`config.mk`:
```
export PLATFORM = sky130hd
export DESIGN_NAME = sr_handshake_engine
export DESIGN_NICKNAME = d
export VERILOG_FILES = /design/src/rtl/sr_handshake_engine.sv
export SDC_FILE = /design/constraint.sdc
export NUM_CORES = 1
export LEC_CHECK = 0
export BUFFER_PORTS_ARGS = -buffer_cell sky130_fd_sc_hd__buf_2
export CORE_MARGIN = 8
export CORE_UTILIZATION = 56
export CTS_BUF_LIST = sky130_fd_sc_hd__clkbuf_8
export CTS_CLUSTER_SIZE = 12
export DETAILED_ROUTE_END_ITERATION = 8
export HOLD_SLACK_MARGIN = 0.03
export PLACE_DENSITY = 0.74
export SYNTH_ARGS = -nofsm -noshare
export SYNTH_HDL_FRONTEND = slang
export SYNTH_SLANG_ARGS = --single-unit
export TNS_END_PERCENT = 20
```
`constraint.sdc`:
```
create_clock -name clk -period 5.3 [get_ports clk]
set_input_delay 1.06 -clock clk [delete_from_list [all_inputs] [get_ports clk]]
set_output_delay 1.06 -clock clk [all_outputs]
set_load 0.02 [all_outputs]
```
`src/rtl/sr_handshake_engine.sv`:
```
`timescale 1ns/1ps
module sr_handshake_engine #(
  parameter int DEPTH   = 16,
  parameter int DW      = 8,
  parameter int CLK_MHZ = 200,
  parameter int IRQ_US  = 20
) (
  input  logic                         clk,
  input  logic                         rst_n,
  input  logic                         tip_n,
  input  logic                         ack_n,
  input  logic                         dir_out,
  input  logic [DW-1:0]                sr_wr_data,
  output logic [DW-1:0]                sr_rd_data,
  output logic                         req_n,
  output logic                         sr_irq,
  input  logic                         ib_we,
  input  logic [$clog2(DEPTH)-1:0]     ib_addr,
  input  logic [DW-1:0]                ib_data,
  input  logic                         ib_load,
  input  logic [$clog2(DEPTH+1)-1:0]   ib_len,
  output logic                         pkt_done,
  output logic [$clog2(DEPTH+1)-1:0]   pkt_len,
  input  logic [$clog2(DEPTH)-1:0]     ob_rd_addr,
  output logic [DW-1:0]                ob_rd_data
);
  localparam int AW    = $clog2(DEPTH);
  localparam int CW    = $clog2(DEPTH+1);
  localparam int DELAY = CLK_MHZ * IRQ_US;
  localparam int TW    = $clog2(DELAY+1);
  localparam logic [CW-1:0] FULL = CW'(DEPTH);
  localparam logic [CW-1:0] ONE  = CW'(1);

  logic [DW-1:0] ob_mem [DEPTH];
  logic [DW-1:0] ib_mem [DEPTH];
  logic [CW-1:0] ob_cnt, ib_size, rd_idx;
  logic          last_tip_n, last_ack_n;
  logic [TW-1:0] dly;
  logic          sched;

  wire active   = !tip_n;
  wire pair_chg = (tip_n != last_tip_n) || (ack_n != last_ack_n);
  wire pending  = rd_idx < ib_size;
  wire has_room = ob_cnt < FULL;
  wire idle_ack = last_tip_n && (ack_n != last_ack_n);
  wire store    = !ib_load && active && pair_chg && dir_out && has_room;
  wire fetch    = !ib_load && active && pair_chg && !dir_out && pending;

  assign ob_rd_data = ob_mem[ob_rd_addr];

  always_comb begin
    if (ib_load)     sched = 1'b1;
    else if (active) sched = store || fetch;
    else             sched = idle_ack || !last_tip_n;
  end

  always_ff @(posedge clk) begin
    if (store) ob_mem[ob_cnt[AW-1:0]] <= sr_wr_data;
    if (ib_we) ib_mem[ib_addr] <= ib_data;
  end

  always_ff @(posedge clk) begin
    if (!rst_n) begin
      ob_cnt     <= '0;
      ib_size    <= '0;
      rd_idx     <= '0;
      last_tip_n <= 1'b1;
      last_ack_n <= 1'b1;
      req_n      <= 1'b1;
      sr_rd_data <= '0;
      pkt_done   <= 1'b0;
      pkt_len    <= '0;
    end else begin
      pkt_done <= 1'b0;
      if (ib_load) begin
        ib_size <= ib_len;
        rd_idx  <= '0;
      end else begin
        last_tip_n <= tip_n;
        last_ack_n <= ack_n;
        if (active) begin
          if (store) ob_cnt <= ob_cnt + ONE;
          if (fetch) begin
            sr_rd_data <= ib_mem[rd_idx[AW-1:0]];
            rd_idx     <= rd_idx + ONE;
            if (rd_idx + ONE >= ib_size) req_n <= 1'b1;
          end
        end else if (idle_ack) begin
          req_n <= ack_n;
        end else begin
          if (!last_tip_n) begin
            pkt_done <= (ob_cnt != '0);
            pkt_len  <= ob_cnt;
            ob_cnt   <= '0;
          end
          if (pending) req_n <= 1'b0;
        end
      end
    end
  end

  always_ff @(posedge clk) begin
    if (!rst_n) begin
      dly    <= '0;
      sr_irq <= 1'b0;
    end else begin
      sr_irq <= 1'b0;
      if (sched) dly <= TW'(DELAY);
      else if (dly == TW'(1)) begin
        sr_irq <= 1'b1;
        dly    <= '0;
      end else if (dly != '0) dly <= dly - TW'(1);
    end
  end
endmodule


```
Word-level counts from Yosys, hierarchy flattened
Memories as Yosys holds them, arrays and structs flattened. A register that Yosys moved wholly into a read port is not among the register bits. Cells that the tools add are included.

Order comparisons: 3. Bitwise logic cells: 5. Reductions and logical operators: 30. Eq/ne operators: 6. Multiplexer cells: 19. Add/sub/neg operators: 3.

Operator list (number): 12-bit 2-to-1 mux (3); 5-bit 2-to-1 mux (4); 12-bit by 1-bit equality test with 1-bit output, second input constant (1); 1-bit 2-to-1 mux (12); 4-bit AND reduction (3); 12-bit nonzero test (1); 12-bit by 1-bit subtractor with 12-bit output, second input constant (1); 5-bit by 1-bit adder with 5-bit output, second input constant (2); 1-bit logical AND (7); 2-bit nonzero test (3); 5-bit greater-or-equal comparator (1); 1-bit zero test (5); 5-bit less-than comparator (1); 5-bit less-than comparator, second input constant (1); 1-bit inverter (5); 5-bit nonzero test (1); 5-bit OR reduction (1); 2-bit != test, second input constant (2); 2-bit OR reduction (2); 1-bit logical OR (3); 3-bit by 1-bit != test with 1-bit output, second input constant (1); 3-bit AND reduction (1); 3-bit nonzero test (1); 3-bit OR reduction (1); 2 further kinds (3).

Logic and storage cells: 79. Output and inout port bits: 24. Memories: 2. Bits in writable memories: 256. Bits of input ports: 36. Register bits after elaboration: 37.

Memories: ib_mem (words 16, width 8, read ports 1, clocked after memory_dff 1, wr ports 1, RTL line 35) `logic [DW-1:0] ib_mem [DEPTH];`; ob_mem (words 16, width 8, read ports 1, clocked after memory_dff 0, wr ports 1, RTL line 34) `logic [DW-1:0] ob_mem [DEPTH];`.

Logic depth before layout (Yosys ltp)
Word-level depth: 9. Mapped depth: 11.

Worst setup path before layout
Ideal clock, no wire load.

Path kind: input port to output port. Start: input ob_rd_addr[0]. End: output ob_rd_data[0]. Slack: 1.597 ns. Arrival time: 2.643 ns. Stages: 4. Cell sequence: clkbuf_1 -> buf_2 -> mux4_2 -> mux4_2.

Word-level cells in the longest chain between the ends: 1.

RTL lines: from (decl) (RTL line 24) `input logic [$clog2(DEPTH)-1:0] ob_rd_addr,`; memory 16 x 8 bit; to (decl) (RTL line 25) `output logic [DW-1:0] ob_rd_data`.

Every way passes these cells.

Worst setup path after layout
Start: input ob_rd_addr[0]. End: output ob_rd_data[2].

The elaborated chain is that of the path after synthesis.

==> summary.md <==
| Metric | Value |
|---|---|
| Worst setup path class | `input pin to primary output` |
| Port Buffer Count | `59` |
| FMAX | `between 200 and 300 MHz` |
| Final instance area | `13,500 sq um` |
| Final Cycle Share | `roughly 75%` |
| Data required, critical path | `around 4.2 ns` |
| Area delta synth->final | `12.1%` |
| Commonest non-fill, non-tap cells in the layout | `edfxtp_1 (256), mux4_2 (72), buf_2 (59), clkbuf_8 (50), nor2_1 (48)` |
| End of the worst register-to-register path | `ob_mem[4][6]` |
| Pre-CTS setup slack | `roughly 1.3 ns` |
| HP Class | `flop to flop` |
| YS warnings | `0` |
| Syn Nets | `a little over 700` |
| Final Net Count | `814` |
| Initial DRT Pass Iterations | `5` |
| Peak fanout along the critical path | `32` |
| Post-route setup slack | `roughly 1.3 ns` |
| Register area share after synthesis | `between 70% and 80%` |
| Fillcell total | `approximately 1,500` |
| CTS Buf Count | `between 40 and 50` |
| Predominant post-synthesis flop cell | `edfxtp_1` |
| Placer Congestion | `around 0.78` |
| Worst vdd ir | `0.232 mV` |
| Static Leakage | `~4.6 nW` |
| Initial DRC Count | `approximately 600` |
| Die Y | `~160 um` |
| Final hold viol count | `0` |
| Remaining routing DRC violations | `0` |
| CTS resizes | `0` |
| Worst-Margin Slew | `between 1 and 1.5 ns` |
| RR Startpoint | `last_tip_n` |
| Max-cap viol count | `0` |
| Std cell rows | `53` |
| Reg clk slew, reported paths | `~0.060 ns` |
| ANT nets after route | `0` |
| Total clock sinks | `between 300 and 400` |
| Core Box Area | `~21,000 sq um` |
| Fraction of registers with async set/reset | `0%` |
| Synthesized cell area | `between 10,000 and 15,000 sq um` |
| Final Max Tran Viols | `0` |
| CTS H-tree lvls | `2` |
| Worst Setup End Kind | `primary output` |
| Hold Path Depth | `2` |
| Post-synth EDFFs | `between 200 and 300` |
| Initial antenna violation count | `0` |
| HPWL Detailed | `approximately 16,000 um` |
| DIE AREA | `26,500 sq um` |
| Cell Count, Final, Fillers Out | `roughly 1,100` |
| GRT Util Overall | `a little under a fifth` |
| Final setup viols | `0` |
| R2R Setup Slk | `around 2.5 ns` |
| Worst EP arrival | `roughly 2.9 ns` |
| Worst hold endpoint | `sr_rd_data[3]` |
| RSZ-0062 raised after global routing | `no` |
| Largest net degree at the start of global routing | `37` |
| Min cycle time layout | `3.98 ns` |
| Global route overflow | `0` |
| Max Root-Sink Buffers | `3` |
| Number of synthesized register bits | `between 300 and 400` |
| CTS Hold Bufs | `0` |
| Normalized max-slew margin | `between 20 and 25%` |
| Avg Inst Size Synth | `approximately 18 sq um` |
| Clk_lat worst skew | `between 0.5 and 0.6 ns` |
| Worst Skew | `0.0142 ns` |
| Io pins | `60` |
| Initial Util | `57.1%` |
| Vias | `6,448` |
| R2R depth | `5` |
| Width of the die | `163 um` |
| Max incr delay on CP | `about 0.6 ns` |
| Clock root buffer | `clkbuf_8` |
| Synth Instances | `approximately 670` |
| Share of cells above drive strength 1 | `a little over a quarter` |
| Netlist cell types | `between 50 and 60` |
| DR WL/cell | `~23 um` |
| Post-CTS Setup Bufs | `0` |
| Commonest non-fill, non-tap cell in the layout | `edfxtp_1` |
| First-pass GRT wire length | `37,800 um` |
| Worst Hold Launch | `sr_rd_data[3]` |
| Fin Setup TNS | `0 ns` |
| Dpl cells | `985` |
| DRT Wirelength | `between 20,000 and 25,000 um` |
| Routed vias/inst | `around 6` |
| Critical path, cell by cell | `buf_2 > buf_4 > mux4_2 > mux4_2 > buf_2` |
| P per Cell Area | `between 300 and 400 nW/um^2` |
| Antenna Cells | `0` |
| Status | `complete, no violations` |
| Power consumption | `~0.0047 W` |
| CP startpoint kind | `input pin` |
| CTS tree | `yes` |
| Critical-path top delay cell | `mux4_2` |
| Vias in the first global route | `6,746` |
| Placed inst area | `roughly 13,000 sq um` |
-- power breakdown --
group | total [W] | switching (W) | internal (W)
combinational | 0.000249 | 0.000150 | 0.0000987
sequential | 0.00262 | 0.0000186 | 0.00260
clock | 0.00179 | 0.000862 | 0.000927
total | 0.00466 | 0.00103 | 0.00363
-- critical path: cells and delay by family --
kind,cells,cell delay (ns)
mux,2,1.09
buf+inv,3,0.75
-- worst max path at each step --
stage                     cells after the start           from  slack, ns       endpoint
after floorplan                               4  ob_rd_addr[0]       1.60  ob_rd_data[0]
after global placement                        5  ob_rd_addr[0]       1.31  ob_rd_data[1]
after detailed placement                      5  ob_rd_addr[0]       1.28  ob_rd_data[6]
after CTS                                     5  ob_rd_addr[0]       1.28  ob_rd_data[6]
after global routing                          5  ob_rd_addr[0]       1.22  ob_rd_data[6]
final                                         5  ob_rd_addr[0]       1.32  ob_rd_data[2]
-- sequential cells by signal (all words and copies together), names as in the netlist --
name	flops
ib_mem	128
ob_mem	128
dly	12
sr_rd_data	8
ib_size	5
ob_cnt	5
pkt_len	5
rd_idx	5
last_ack_n	1
last_tip_n	1
pkt_done	1
req_n	1
sr_irq	1
-- kinds of logic after synthesis --
| family | Yosys count | synth area share [%] |
|---|---|---|
| flip-flops | 301 | 71.3 |
| AND/OR/NAND/NOR | 139 | 5.62 |
| multiplexers | 81 | 14.2 |
| AO/OA/AOI/OAI | 76 | 4.50 |
| buffers and inverters | 43 | 1.54 |
| adder cells (fa/ha/maj) | 19 | 1.97 |
| XOR/XNOR | 12 | 0.872 |
-- routing by layer --
| metal | vias to the layer above | part of all wire (%) | track usage, % |
|---|---|---|---|
| met4 | 0 | 1.8 | 6.05 |
| met1 | 3230 | 42 | 26.3 |
| li1 | 2887 | - | - |
| met2 | 293 | 48 | 28.8 |
| met3 | 38 | 8.3 | 4.04 |
| met5 | - | 0 | 0 |
-- metrics by stage --
stage	hold WS, ns	utilization, %
detailed placement	0.457	59.9
global route	0.489	64.1
floorplan	0.454	-
global placement	0.464	59.9
finish	0.464	64.1
CTS	0.471	64.1
-- area by class of cell --
type	instances	area [sq um]	area share, %
well taps	275	344	2.55
multi-input cells	327	3280	24.3
inverters	12	45.0	0.333
clock inverters	36	186	1.38
flip-flops and latches	301	8590	63.6
repair buffers	70	378	2.80
clock buffers	50	688	5.09
-- Yosys cell counts (all sizes together) (12+ instances only) --
| library cell | count | area share, % |
|---|---|---|
| nor2 | 48 | 1.5 |
| edfxtp | 256 | 64 |
| mux4 | 72 | 13 |
| nand3 | 16 | 0.71 |
| inv | 12 | 0.37 |
| a21oi | 14 | 0.58 |
| nand2 | 22 | 0.69 |
| buf | 18 | 0.76 |
| clkbuf | 13 | 0.41 |
| nor3 | 19 | 0.79 |
| o21ai | 19 | 0.79 |
| dfxtp | 45 | 7.5 |
| ha | 19 | 2.0 |
Note: power is estimated with default switching activity, not from simulation.
